$ cat config.mk
export PLATFORM = sky130hd
export DESIGN_NAME = timer_irq_ctrl
export DESIGN_NICKNAME = d
export VERILOG_FILES = /design/src/rtl/tic_pkg.sv /design/src/rtl/tic_regs.sv /design/src/rtl/tic_sel.sv /design/src/rtl/tic_vec.sv /design/src/rtl/timer_irq_ctrl.sv
export SDC_FILE = /design/constraint.sdc
export NUM_CORES = 1
export LEC_CHECK = 0
export ABC_AREA = 1
export BUFFER_PORTS_ARGS = -buffer_cell sky130_fd_sc_hd__buf_2
export CAP_MARGIN = 20
export CORE_MARGIN = 8
export CORE_UTILIZATION = 30
export CTS_CLUSTER_DIAMETER = 80
export CTS_CLUSTER_SIZE = 24
export DETAILED_ROUTE_END_ITERATION = 10
export GPL_TIMING_DRIVEN = 1
export MAX_ROUTING_LAYER = met4
export PLACE_DENSITY = 0.54
export SYNTH_ARGS = -nofsm -noshare
export SYNTH_HDL_FRONTEND = slang
export SYNTH_HIERARCHICAL = 1
export SYNTH_SLANG_ARGS = --single-unit
$ cat constraint.sdc
create_clock -name clk -period 14.85 [get_ports clk]
set_input_delay 4.455 -clock clk [delete_from_list [all_inputs] [get_ports clk]]
set_output_delay 4.455 -clock clk [all_outputs]
set_load 0.03 [all_outputs]
$ cat src/rtl/tic_pkg.sv
package tic_pkg;
  localparam int REG_W     = 16;
  localparam int FLAG_BIT  = 15;
  localparam int LVL_LSB   = 8;
  localparam int EXT_BIT   = 4;
  localparam int GARB_LSB  = 0;
  localparam int BASE_LSB  = 8;
  localparam int VNUM_W    = 6;
  typedef logic [2:0] lvl_t;
endpackage

$ cat src/rtl/tic_regs.sv
module tic_regs
  import tic_pkg::*;
#(
  parameter int N_SUB  = 4,
  parameter int ADDR_W = 4
) (
  input  logic                   clk,
  input  logic                   rst_n,
  input  logic                   wr_en,
  input  logic                   rd_en,
  input  logic [ADDR_W-1:0]      addr,
  input  logic [REG_W-1:0]       wdata,
  input  logic [N_SUB-1:0]       evt_set,
  output logic [REG_W-1:0]       rdata,
  output logic [N_SUB-1:0]       flag,
  output logic [N_SUB-1:0][2:0]  lvl,
  output logic [N_SUB-1:0]       ext,
  output logic [2:0]             arb_glob,
  output logic [1:0]             vec_base
);
  logic [N_SUB-1:0]      flag_q, flag_d;
  logic [N_SUB-1:0]      arm_q, arm_d;
  logic [N_SUB-1:0][2:0] lvl_q, lvl_d;
  logic [N_SUB-1:0]      ext_q, ext_d;
  logic [2:0]            glob_q, glob_d;
  logic [1:0]            base_q, base_d;
  logic                  glob_sel;

  assign glob_sel = (addr == '0);

  // next state
  always_comb begin
    flag_d = flag_q;
    arm_d  = arm_q;
    lvl_d  = lvl_q;
    ext_d  = ext_q;
    glob_d = glob_q;
    base_d = base_q;
    if (wr_en && glob_sel) begin
      glob_d = wdata[GARB_LSB +: 3];
      base_d = wdata[BASE_LSB +: 2];
    end
    for (int i = 0; i < N_SUB; i++) begin
      if (addr == ADDR_W'(i + 1)) begin
        if (wr_en) begin
          lvl_d[i] = wdata[LVL_LSB +: 3];
          ext_d[i] = wdata[EXT_BIT];
          arm_d[i] = 1'b0;
          if (arm_q[i] && !wdata[FLAG_BIT]) flag_d[i] = 1'b0;
        end else if (rd_en && flag_q[i]) begin
          arm_d[i] = 1'b1;
        end
      end
      if (evt_set[i]) flag_d[i] = 1'b1;
    end
  end

  // state registers
  always_ff @(posedge clk or negedge rst_n) begin
    if (!rst_n) begin
      flag_q <= '0;
      arm_q  <= '0;
      lvl_q  <= '0;
      ext_q  <= '0;
      glob_q <= '0;
      base_q <= '0;
    end else begin
      flag_q <= flag_d;
      arm_q  <= arm_d;
      lvl_q  <= lvl_d;
      ext_q  <= ext_d;
      glob_q <= glob_d;
      base_q <= base_d;
    end
  end

  // read mux, unused bits and addresses give zero
  always_comb begin
    rdata = '0;
    if (glob_sel) begin
      rdata[GARB_LSB +: 3] = glob_q;
      rdata[BASE_LSB +: 2] = base_q;
    end
    for (int i = 0; i < N_SUB; i++) begin
      if (addr == ADDR_W'(i + 1)) begin
        rdata[FLAG_BIT]      = flag_q[i];
        rdata[LVL_LSB +: 3]  = lvl_q[i];
        rdata[EXT_BIT]       = ext_q[i];
      end
    end
  end

  assign flag     = flag_q;
  assign lvl      = lvl_q;
  assign ext      = ext_q;
  assign arb_glob = glob_q;
  assign vec_base = base_q;
endmodule

$ cat src/rtl/tic_sel.sv
module tic_sel
  import tic_pkg::*;
#(
  parameter int N_SUB = 4,
  localparam int IDX_W = (N_SUB > 1) ? $clog2(N_SUB) : 1
) (
  input  logic [N_SUB-1:0]      flag,
  input  logic [N_SUB-1:0][2:0] lvl,
  input  lvl_t                  ipl_mask,
  input  lvl_t                  iack_level,
  output lvl_t                  irq_level,
  output logic                  hit,
  output logic [IDX_W-1:0]      hit_idx
);
  logic [N_SUB-1:0] joins;

  for (genvar g = 0; g < N_SUB; g++) begin : g_qual
    assign joins[g] = flag[g] && (lvl[g] != 3'd0) &&
                      ((lvl[g] > ipl_mask) || (lvl[g] == 3'd7));
  end

  always_comb begin
    irq_level = 3'd0;
    for (int i = 0; i < N_SUB; i++) begin
      if (joins[i] && (lvl[i] > irq_level)) irq_level = lvl[i];
    end
  end

  // scan from the top so the lowest index is the last to claim
  always_comb begin
    hit     = 1'b0;
    hit_idx = '0;
    for (int i = N_SUB - 1; i >= 0; i--) begin
      if (joins[i] && (lvl[i] == iack_level)) begin
        hit     = 1'b1;
        hit_idx = IDX_W'(i);
      end
    end
  end
endmodule

$ cat src/rtl/tic_vec.sv
module tic_vec
  import tic_pkg::*;
#(
  parameter int N_SUB     = 4,
  parameter int FIRST_NUM = 6,
  localparam int IDX_W = (N_SUB > 1) ? $clog2(N_SUB) : 1
) (
  input  logic               clk,
  input  logic               rst_n,
  input  logic               iack_valid,
  input  logic [3:0]         iack_win_id,
  input  logic               hit,
  input  logic [IDX_W-1:0]   hit_idx,
  input  logic [N_SUB-1:0]   ext,
  input  logic [2:0]         arb_glob,
  input  logic [1:0]         vec_base,
  output logic               arb_drive,
  output logic [3:0]         arb_id,
  output logic               vec_valid,
  output logic [7:0]         vec
);
  logic [3:0] id_raw;
  logic       match;
  logic       vv_q, vv_d;
  logic [7:0] vec_q, vec_d;
  logic       vec_ld;

  assign id_raw    = {ext[hit_idx], arb_glob};
  assign arb_drive = iack_valid && hit;
  assign arb_id    = arb_drive ? id_raw : 4'd0;
  assign match     = arb_drive && (iack_win_id == id_raw);

  always_comb begin
    vv_d   = match;
    vec_ld = match;
    vec_d  = {vec_base, VNUM_W'(FIRST_NUM) + VNUM_W'(hit_idx)};
  end

  always_ff @(posedge clk or negedge rst_n) begin
    if (!rst_n) begin
      vv_q  <= 1'b0;
      vec_q <= '0;
    end else begin
      vv_q <= vv_d;
      if (vec_ld) vec_q <= vec_d;
    end
  end

  assign vec_valid = vv_q;
  assign vec       = vec_q;
endmodule

$ cat src/rtl/timer_irq_ctrl.sv
module timer_irq_ctrl
  import tic_pkg::*;
#(
  parameter int N_SUB     = 4,
  parameter int ADDR_W    = 4,
  parameter int FIRST_NUM = 6
) (
  input  logic              clk,
  input  logic              rst_n,
  input  logic              reg_wr,
  input  logic              reg_rd,
  input  logic [ADDR_W-1:0] reg_addr,
  input  logic [15:0]       reg_wdata,
  output logic [15:0]       reg_rdata,
  input  logic [N_SUB-1:0]  evt_set,
  input  logic [2:0]        ipl_mask,
  output logic [2:0]        irq_level,
  input  logic              iack_valid,
  input  logic [2:0]        iack_level,
  input  logic [3:0]        iack_win_id,
  output logic              arb_drive,
  output logic [3:0]        arb_id,
  output logic              vec_valid,
  output logic [7:0]        vec
);
  localparam int IDX_W = (N_SUB > 1) ? $clog2(N_SUB) : 1;

  logic [1:0]            rs_q;
  logic                  rst_core_n;
  logic [N_SUB-1:0]      flag;
  logic [N_SUB-1:0][2:0] lvl;
  logic [N_SUB-1:0]      ext;
  logic [2:0]            arb_glob;
  logic [1:0]            vec_base;
  logic                  hit;
  logic [IDX_W-1:0]      hit_idx;

  // asynchronous assert, synchronous release
  always_ff @(posedge clk or negedge rst_n) begin
    if (!rst_n) rs_q <= 2'b00;
    else        rs_q <= {rs_q[0], 1'b1};
  end
  assign rst_core_n = rs_q[1];

  tic_regs #(.N_SUB(N_SUB), .ADDR_W(ADDR_W)) u_regs (
    .clk(clk), .rst_n(rst_core_n), .wr_en(reg_wr), .rd_en(reg_rd),
    .addr(reg_addr), .wdata(reg_wdata), .evt_set(evt_set),
    .rdata(reg_rdata), .flag(flag), .lvl(lvl), .ext(ext),
    .arb_glob(arb_glob), .vec_base(vec_base)
  );

  tic_sel #(.N_SUB(N_SUB)) u_sel (
    .flag(flag), .lvl(lvl), .ipl_mask(ipl_mask), .iack_level(iack_level),
    .irq_level(irq_level), .hit(hit), .hit_idx(hit_idx)
  );

  tic_vec #(.N_SUB(N_SUB), .FIRST_NUM(FIRST_NUM)) u_vec (
    .clk(clk), .rst_n(rst_core_n), .iack_valid(iack_valid),
    .iack_win_id(iack_win_id), .hit(hit), .hit_idx(hit_idx), .ext(ext),
    .arb_glob(arb_glob), .vec_base(vec_base), .arb_drive(arb_drive),
    .arb_id(arb_id), .vec_valid(vec_valid), .vec(vec)
  );
endmodule

After elaboration in Yosys (flattened, before gate mapping):

Cells that the tools add are included.

* $add $sub $neg: 1
* order comparisons: 9
* equality and inequality tests: 13
* muxes and demuxes: 53
* reduce and logical (&&, ||, !) cells: 65

Operator list (count)
* two-way mux 1 bit: 37
* nonzero test 2 bit: 16
* logical AND 1 bit: 27
* two-way mux 3 bit: 9
* greater-than comparator 3 bit: 7
* AND reduction 2 bit: 8
* == test 3 bit: 4
* == test 3 bit, second input constant: 4
* AND reduction 3 bit: 4
* nonzero test 3 bit: 4
* two-way mux 2 bit: 5
* == test 4 x 2 -> 1 bit, second input constant: 2
* adder 3 x 2 -> 4 bit, first input constant: 1
* == test 4 x 1 -> 1 bit, second input constant: 1
* == test 4 x 3 -> 1 bit, second input constant: 1
* == test 4 bit: 1
* zero test 4 bit: 1
* logical OR 1 bit: 4
* two-way mux 4 bit: 1
* greater-than comparator 3 x 1 -> 1 bit, second input constant: 1
* < comparator 2 x 3 -> 1 bit, second input constant: 1
* binary-select mux 1 bit (select 2 bit): 1
* zero test 1 bit: 1

* register bits after elaboration: 40
* input port bits: 39
* output and inout port bits: 33
* logic and storage cells: 162

Logic depth before layout (Yosys ltp):

Gate-level depths: netlist (run 1).

* depth after elaboration: 14
* gate-level depth with buffers: 31
* depth with buffers taken out: 31

Cells and area by module:

The synthesis (run 1) kept the hierarchy.

By module, submodules not included
* tic_regs: instances 1, cells each 188, area each 1549.0 um^2, sequential area each 725.7 um^2
* tic_sel: instances 1, cells each 152, area each 960.9 um^2, sequential area each 0.0 um^2
* tic_vec: instances 1, cells each 58, area each 440.4 um^2, sequential area each 150.1 um^2
* timer_irq_ctrl: instances 1, cells each 3, area each 53.8 um^2, sequential area each 50.0 um^2

Worst setup path before layout (run 1):

No wires, ideal clock.

* path type: input to output
* start: input ipl_mask[2]
* end: output irq_level[1]
* arrival time: 8.111 ns
* data required time: 10.395 ns
* slack: 2.284 ns
* stages on the path: 29
* path buffers: 0
* cells stage by stage: inv_1 -> ha_1 -> nand3_1 -> nand2_1 -> nand2_1 -> nand2_1 -> nand3_1 -> ha_1 -> nand2_1 -> nor2_1 -> nor2_1 -> nor2_2 -> nand4_1 -> and2_2 -> ha_1 -> and3_1 -> a21oi_2 -> nand3_1 -> nand3_1 -> nand2_1 -> inv_1 -> ha_1 -> nand2_1 -> nor2_1 -> a211oi_1 -> nor3_4 -> inv_1 -> nand2_1 -> nand2_1

* cells in the longest elaborated chain, start to end: 14
* elaborated cells between the ends (all ways): 23
* classes of those cells: order compare: 7; mux: 4; reduce/logical: 12

RTL lines
* start: declaration: line timer_irq_ctrl.sv:16 `input logic [2:0] ipl_mask,`
* greater-than comparator 3 bit: line tic_sel.sv:19 `((lvl[g] > ipl_mask) || (lvl[g] == 3'd7));`
* logical OR 1 bit: line tic_sel.sv:19
* logical AND 1 bit: line tic_sel.sv:18 `assign joins[g] = flag[g] && (lvl[g] != 3'd0) &&`
* logical AND 1 bit: line tic_sel.sv:25 `if (joins[i] && (lvl[i] > irq_level)) irq_level = lvl[i];`
* two-way mux 3 bit: line tic_sel.sv:25
* greater-than comparator 3 bit: line tic_sel.sv:25
* logical AND 1 bit: line tic_sel.sv:25
* two-way mux 3 bit: line tic_sel.sv:25
* greater-than comparator 3 bit: line tic_sel.sv:25
* logical AND 1 bit: line tic_sel.sv:25
* two-way mux 3 bit: line tic_sel.sv:25
* greater-than comparator 3 bit: line tic_sel.sv:25
* logical AND 1 bit: line tic_sel.sv:25
* two-way mux 3 bit *: line tic_sel.sv:25
* end: declaration: line timer_irq_ctrl.sv:17 `output logic [2:0] irq_level,`

Every way passes the cells marked *; elsewhere a longest branch is shown, timed or not.

Worst setup path in the final report (run 1):

* start: input ipl_mask[2]
* end: output irq_level[0]

Same word-level chain as after synthesis.

==> results.cfg, run 1 <==
[die]
die_area_sq_um = 13500
io_pins = 72
core_area_sq_um = 9730
die_w_um = 116
start_util = 0.309
rows = 36
die_y_um = 116

[route]
drtIter0Drc = 163
num_vias = 2723
wl_um = 7710
drc = 0
wl_per_cell_um = 13.1
antenna_left = 0
firstDrtPassIters = 6
viasPerCell = 4.62

[timing]
fin_crit_sh = 0.884
skew_ns = 0.0118
fmax_ghz = 0.0762
setup_tns_ns = 0
final-max-slew-violation-count = 0
post-route-min-period_ns = 13.12
worst_slack_ns = 1.73
rsz0062_at_grt = no
setup_viol = 0
finalHoldViolations = 0

[synth]
syn_inst = 401
ys_warn_count = 6
synth_cell_type_count = 40
ys_ff_latch = 37
synth_area_sq_um = 3000
synth.avg_cell_area_sq_um = 7.49
seq_area_frac_synth = 0.308

[critical_path]
arrival_ns = 8.67
cp-end-kind = primary output
crit_path_start_kind = input pin
crit_fanout = 4
cpMostUsedCell = nand2_1
crit_slowest_cell = ha_1
path_class = in -> out
cpPeakStageDelay_ns = 0.34
worstPathRequired_ns = 10.39

[clocking]
cts_tree = yes
cts_setup_buffers = 0
hold_buffers = 0
htree_levels = 2
post_cts_resized = 0
cts-root-buf = clkbuf_8
cts.path.max_buffers = 2
cts_buffers = 5
cts.clk_slew.worst_paths_ns = 0.08
cts.sinks = 37
insertion_delay_ns = 0.29

[pwr]
peakVddDrop_v = 0.0000603
total_power_mw = 0.416
power_density_nw_per_um2 = 119
p_leak_nw = 1.89

[placed_design]
post-place-ws_ns = 1.73
port_buffers = 53
finalWeightedCongestion = 0.811
post-dp-hpwl_um = 6260

[min_path]
min_path_type = reg -> async

[global_route]
grt_pass1_vias = 2621
antenna_found_initial = 0
grt_max_degree = 36
grt_usage = 0.118
grt_pass1_wl_um = 12300
grt.overflow.total = 0

[cells_and_area]
synthToLayoutAreaGrowth_pct = 16.2
drive_above_1_share = 0.239
fin_nets = 516
diodes = 0

[flow_run]
max_cap_violations = 0

[run_status]
status = completed
## path summary, 6_finish.rpt
kind                                from            to  slack [ns]  depth (start not counted)
min reg2reg                      rs_q[1]  u_vec/vec[6]        0.27                          1
min in group clk                 rs_q[0]       rs_q[1]        0.36                          0
max                          ipl_mask[2]  irq_level[0]        1.73                         32
min                              rs_q[1]  u_vec/vec[6]        0.27                          1
max reg2reg                u_regs/lvl[8]  u_vec/vec[2]       12.21                         16
max in group asynchronous          rst_n       rs_q[1]       10.82                          1
## worst max-delay path, delay by kind of cell
family	cells	cell delay, ns
buf+inv	5	0.52
fa+ha+maj	4	1.21
simple gates	21	1.97
compound gates	2	0.52
## metal layers
metal	vias to the layer above	wire (um)	part of all wire	GRT usage
li1	1396	-	-	-
met1	1249	3510	0.46	0.149
met2	73	3640	0.47	0.195
met3	5	505	0.065	0.0182
met4	0	59	0.0076	0.0259
met5	-	0	0	-
## stage by stage
| step | instances | hold WS, ns | util | area (sq um) |
|---|---|---|---|---|
| after global routing | 590 | 0.323 | 0.359 | 3490 |
| final | 590 | 0.270 | 0.359 | 3490 |
| after floorplan | 409 | 0.331 | - | 3030 |
| after CTS | 590 | 0.296 | 0.359 | 3490 |
| after detailed placement | 582 | 0.299 | 0.346 | 3370 |
| after global placement | 582 | 0.295 | 0.346 | 3370 |
## layout make-up
type / count / area (sq um)
Clock buffer: 6 / 82.6
Clock inverter: 2 / 37.5
Fill cell: 1071 / 6240
Inverter: 51 / 193
Multi-Input combinational cell: 307 / 1810
Sequential cell: 37 / 926
Tap cell: 133 / 166
Timing Repair Buffer: 54 / 273
## cell usage after synthesis, drive strengths merged
library cell	count	area share
a211oi	1	0.0025
a21boi	2	0.0062
a21oi	11	0.021
a31oi	1	0.0071
and2	2	0.0054
and3	1	0.0021
buf	13	0.033
clkbuf	1	0.0017
clkinv	1	0.0017
conb	3	0.0037
dfrtp	37	0.31
ha	21	0.087
inv	50	0.062
nand2	123	0.17
nand3	40	0.083
nand3b	3	0.0075
nand4	15	0.031
nor2	33	0.060
nor3	2	0.0071
o21ai	26	0.053
o21bai	1	0.0025
o31a	2	0.0058
xnor2	7	0.020
xor2	5	0.015
## report_power, final
part	internal, mW	total [mW]	switching (mW)
clock network	0.0546	0.0916	0.0370
registers	0.117	0.140	0.0233
logic	0.0652	0.184	0.119
## layout by cell type, fill, tap and decap left out, types with 2 or more instances in the layout
cell	Yosys	final
o31a_1	2	2
ha_1	21	21
nand2_2	7	7
dfrtp_1	37	37
inv_1	45	45
o21ai_1	14	14
nand2_1	111	111
nand2_4	5	5
o21ai_0	4	4
a21oi_2	2	2
nand3b_1	3	3
nor2_1	26	26
a21oi_1	9	9
nand3_1	33	33
nand3_4	2	2
xor2_1	5	5
xnor2_1	7	7
nor2_4	5	5
inv_2	5	5
o21ai_2	8	8
buf_2	1	53
nand3_2	5	5
conb_1	3	11
nand4_1	15	15
clkbuf_8	0	6
## logic make-up after synthesis
group / count (synthesis) / synth area share
fa+ha+maj: 21 / 0.0875
buf+inv: 65 / 0.0987
compound gates: 44 / 0.0983
flops: 37 / 0.308
other cells: 3 / 0.00375
simple gates: 219 / 0.369
xor+xnor: 12 / 0.0350
## registers in the layout, summed over array words and instances (netlist names)
| name | flops |
|---|---|
| u_regs/lvl | 12 |
| u_vec/vec | 5 |
| u_regs/arm_q | 4 |
| u_regs/ext | 4 |
| u_regs/flag | 4 |
| u_regs/arb_glob | 3 |
| rs_q | 2 |
| u_regs/vec_base | 2 |
| u_vec/vec_valid | 1 |
Power figures use the tool's default switching activity.
==> inputs of run 2 (changes only) <==
- RECOVER_POWER: not set -> 100
==> run 2 against run 1 <==
Against the previous run:
- the flow now finishes with violations (capacitance limit, slew limit)
- clock-buffer cell count unchanged
- highest routed layer unchanged
- critical endpoint is now irq_level[1]
- clock skew grew 0.0012 ns
- routed wire length up 1.1%
- sequential power barely moved
- largest cell class unchanged
==> results.cfg, run 2 (synthesized netlist as in run 1, its figures left out) <==
[clocking]
post_cts_resized = 0
cts_setup_buffers = 0
cts.clk_slew.worst_paths_ns = 0.07
cts-root-buf = clkbuf_8
cts_buffers = 5
htree_levels = 2
cts_tree = yes
insertion_delay_ns = 0.29
cts.sinks = 37
hold_buffers = 0
cts.path.max_buffers = 2

[route]
wl_um = 7800
viasPerCell = 4.66
drc = 0
antenna_left = 0
wl_per_cell_um = 13.2
num_vias = 2751
drtIter0Drc = 144
firstDrtPassIters = 4

[timing]
setup_tns_ns = 0
final-max-slew-violation-count = 36
slew_headroom = -0.275
fmax_ghz = 0.0743
post-route-min-period_ns = 13.47
tightest_slew_ns = 1.91
setup_viol = 0
fin_crit_sh = 0.907
skew_ns = 0.0131
rsz0062_at_grt = no
finalHoldViolations = 0
whs_ns = 0.356

[critical_path]
crit_fanout = 4
critPathTopFamily = simple AND/OR/NAND/NOR gates
cp-end-kind = primary output
path_buf_inv = 5
cpMostUsedCell = nand2_1
arrival_ns = 9.01
worstPathRequired_ns = 10.39
crit_slowest_cell = ha_1
cpPeakStageDelay_ns = 0.34
path_class = in -> out
crit_path_start_kind = input pin

[placed_design]
finalWeightedCongestion = 0.811
post-dp-hpwl_um = 6260
port_buffers = 53

[cells_and_area]
final_common_cell = nand2_1
drive_above_1_share = 0.138
largest_reg_flops = 12
nFillCells = 1111
diodes = 0
synthToLayoutAreaGrowth_pct = 10.9
fin_nets = 516
mostFrequentLayoutCells = 118 x nand2_1, 45 x inv_1, 37 x dfrtp_1

[pwr]
p_sw_frac = 0.433
p_sw_mw = 0.177
combPwrFrac = 0.428
p_leak_nw = 1.71
seqPwrFrac = 0.345
clkPwrFrac = 0.227
internal-power_mw = 0.231
power_density_nw_per_um2 = 122
peakVddDrop_v = 0.0000604

[flow_run]
max_cap_violations = 1

[die]
core_area_sq_um = 9730
die_area_sq_um = 13500
rows = 36
io_pins = 72
start_util = 0.309
die_w_um = 116
die_y_um = 116

[run_status]
status = complete, but fails checks
violations = capacitance limit, slew limit

[global_route]
grt.overflow.total = 0
antenna_found_initial = 0
grt_pass1_vias = 2621
grt_max_degree = 36
grt_pass1_wl_um = 12300
grt_usage = 0.118

[min_path]
min_path_type = reg -> reg
run 2: cell count changes in the layout (fill, tap and decap cells not counted), sizes merged:
cell,previous run,this run
buf,54,28
clkbuf,6,32
clkinv,1,0
clkinvlp,1,2
run 2: final timing paths:
| kind | cells past startpoint | slack (ns) | startpoint | end |
|---|---|---|---|---|
| worst max-delay path | 31 | 1.38 | ipl_mask[2] | irq_level[1] |
| worst min-delay path | 0 | 0.36 | rs_q[0] | rs_q[1] |
| worst max register to register | 16 | 11.71 | u_regs/lvl[8] | u_vec/vec[2] |
| worst min register to register | 0 | 0.36 | rs_q[0] | rs_q[1] |
| max in group asynchronous | 1 | 10.79 | rst_n | rs_q[1] |
| min in group asynchronous | 1 | 0.85 | rs_q[1] | u_regs/vec_base[0] |
run 2: worst reg2reg max path: stages (launching register included):
cell and delay, ns:
dfrtp_1 0.54, ha_1 0.33, a21oi_1 0.14, o21ai_0 0.09, nand2_1 0.09, nand2_1 0.07
and2_0 0.20, nand2_1 0.11, nand2_1 0.05, a21boi_0 0.47, nand2_1 0.12, nand3_1 0.19
nand2_2 0.07, nand2_1 0.16, nand3_1 0.24, nand2_1 0.11, nand2_1 0.05
run 2: per-stage QoR:
step           area (sq um)  std cells   util  total power, mW  setup slack [ns]
5_1_grt                3330        590  0.342            0.439             0.909
3_5_place_dp           3370        582  0.346            0.328              1.73
3_3_place_gp           3370        582  0.346            0.322              1.80
6_report               3330        590  0.342            0.408              1.38
4_1_cts                3490        590  0.359            0.421              1.72
2_1_floorplan          3030        409      -            0.284              2.28
run 2: metal layers:
metal  share of wire  vias up  global-route usage  wire length, um
met3           0.039        5              0.0182              306
li1                -     1395                   -                -
met4          0.0078        0              0.0259               61
met1            0.48     1280               0.149             3740
met5               0        -                   -                0
met2            0.47       71               0.195             3690
run 2: power groups by stage:
| stage | combinational [mW] | sequential [mW] | clock, mW |
|---|---|---|---|
| floorplan | 0.143 | 0.141 | 0 |
| global placement | 0.179 | 0.143 | 0 |
| detailed placement | 0.185 | 0.143 | 0 |
| CTS | 0.186 | 0.141 | 0.0940 |
| global route | 0.197 | 0.143 | 0.0984 |
| finish | 0.175 | 0.141 | 0.0926 |
run 2: area by class of cell:
| type | count | area [sq um] | area share |
|---|---|---|---|
| multi-input combinational | 307 | 1690 | 0.507 |
| clock buffer | 6 | 82.6 | 0.0248 |
| timing repair buffer | 54 | 238 | 0.0714 |
| inverter | 51 | 193 | 0.0579 |
| sequential | 37 | 926 | 0.278 |
| clock inverter | 2 | 37.5 | 0.0113 |
| tap | 133 | 166 | 0.0500 |
==> inputs of run 3 (changes only) <==
- PLACE_DENSITY: 0.54 -> 0.55
- RECOVER_POWER: 100 -> not set
==> run 3 against run 2 <==
Against the previous run:
- the flow now finishes without violations
- clock skew down 0.0028 ns
- routed wire length grew 0.10%
- non-clock buffer count did not move
- critical path depth unchanged
- critical path type unchanged
- largest cell class unchanged
- largest power group unchanged
==> results.cfg, run 3 (synthesized netlist as in run 1, its figures left out) <==
[die]
core_area_sq_um = 9730
io_pins = 72
start_util = 0.309
rows = 36
die_w_um = 116
die_area_sq_um = 13500
die_y_um = 116

[clocking]
cts_buffers = 5
cts.sinks = 37
cts.path.max_buffers = 2
cts_setup_buffers = 0
cts-root-buf = clkbuf_8
post_cts_resized = 0
cts_tree = yes
htree_levels = 2
cts.clk_slew.worst_paths_ns = 0.07
insertion_delay_ns = 0.29
hold_buffers = 0

[pwr]
power_density_nw_per_um2 = 120
seqPwrFrac = 0.338
clkPwrFrac = 0.220
internal-power_mw = 0.237
combPwrFrac = 0.442
p_sw_mw = 0.182
p_sw_frac = 0.434
p_leak_nw = 1.89
peakVddDrop_v = 0.0000486

[timing]
post-route-min-period_ns = 13.18
fmax_ghz = 0.0759
worst_slack_ns = 1.67
final-max-slew-violation-count = 0
setup_tns_ns = 0
setup_viol = 0
fin_crit_sh = 0.888
skew_ns = 0.0102
rsz0062_at_grt = no
finalHoldViolations = 0

[critical_path]
path_class = in -> out
arrival_ns = 8.73
cpPeakStageDelay_ns = 0.34
worstReg2RegStart = u_regs/lvl[8]
worstPathRequired_ns = 10.39
r2r_cells = 16
crit_slowest_cell = ha_1
cp-end-kind = primary output
crit_path_start_kind = input pin
cpMostUsedCell = nand2_1
crit_fanout = 4
r2r_setup_slack_ns = 12.27
r2r_end = u_vec/vec[2]

[flow_run]
max_cap_violations = 0

[placed_design]
post-dp-hpwl_um = 6350
finalWeightedCongestion = 0.837
port_buffers = 53
post-place-ws_ns = 1.68

[cells_and_area]
nFillCells = 1064
seqCellArea_sq_um = 926
mostFrequentLayoutCells = 111 x nand2_1, 53 x buf_2, 45 x inv_1
final_common_cell = nand2_1
drive_above_1_share = 0.239
largest_reg_flops = 12
finish.utilization = 0.359
diodes = 0
multi_input_area_sq_um = 1810
fin_nets = 516
synthToLayoutAreaGrowth_pct = 16.2

[route]
antenna_left = 0
drc = 0
firstDrtPassIters = 4
wl_per_cell_um = 13.2
num_vias = 2731
viasPerCell = 4.63
wl_um = 7810
drtIter0Drc = 122

[global_route]
grt_pass1_vias = 2786
grt_max_degree = 29
grt_usage = 0.125
antenna_found_initial = 0
grt.overflow.total = 0
grt_pass1_wl_um = 13200

[run_status]
status = completed

[min_path]
min_path_type = reg -> async
[run 3: changes by cell type in the layout (fill, tap and decap cells not counted), moves of 2 or more]
| cell | change |
|---|---|
| buf_2 | +25 |
| clkbuf_1 | -26 |
| nand2_1 | -7 |
| nand2_2 | +2 |
| nand2_4 | +5 |
| nand3_1 | -3 |
| nand3_2 | +2 |
| nor2_1 | -5 |
| nor2_4 | +3 |
| o21ai_0 | -9 |
| o21ai_1 | +6 |
| o21ai_2 | +3 |
[run 3: worst max path at each step]
| stage | from | endpoint | slack, ns | cells after the start |
|---|---|---|---|---|
| 2_1_floorplan | ipl_mask[2] | irq_level[1] | 2.28 | 29 |
| 6_report | ipl_mask[2] | irq_level[2] | 1.67 | 31 |
| 5_1_grt | ipl_mask[2] | irq_level[0] | 1.15 | 32 |
| 3_5_place_dp | ipl_mask[2] | irq_level[1] | 1.68 | 31 |
| 3_3_place_gp | ipl_mask[2] | irq_level[1] | 1.84 | 31 |
| 4_1_cts | ipl_mask[2] | irq_level[1] | 1.67 | 31 |
[run 3: layout make-up]
class / count / area share
Clock buffer: 6 / 0.0237
Clock inverter: 2 / 0.0108
Inverter: 51 / 0.0552
Multi-Input combinational cell: 307 / 0.519
Sequential cell: 37 / 0.265
Tap cell: 133 / 0.0477
Timing Repair Buffer: 54 / 0.0782
[run 3: critical path: cells and delay by family]
| kind | cells | cell delay [ns] |
|---|---|---|
| fa+ha+maj | 4 | 1.15 |
| compound gates | 2 | 0.51 |
| buf+inv | 5 | 0.52 |
| simple gates | 20 | 2.06 |
[run 3: metrics by stage]
step	std cells	power (mW)	cell area [sq um]	hold WS, ns
6_report	590	0.419	3490	0.123
5_1_grt	590	0.455	3490	0.152
4_1_cts	590	0.423	3490	0.132
3_5_place_dp	582	0.330	3370	0.135
3_3_place_gp	582	0.322	3370	0.132
2_1_floorplan	409	0.284	3030	0.331
[run 3: power groups by stage]
stage	clock (mW)	sequential, mW	combinational [mW]
floorplan	0	0.141	0.143
global placement	0	0.143	0.179
detailed placement	0	0.144	0.186
CTS	0.0946	0.142	0.187
global route	0.0986	0.145	0.211
finish	0.0921	0.141	0.185
[run 3: metal layers]
layer | vias to the layer above | global-route usage | wire length [um]
li1 | 1395 | - | -
met1 | 1269 | 0.160 | 3750
met5 | - | - | 0
met3 | 9 | 0.0208 | 317
met2 | 58 | 0.199 | 3620
met4 | 0 | 0.0363 | 118
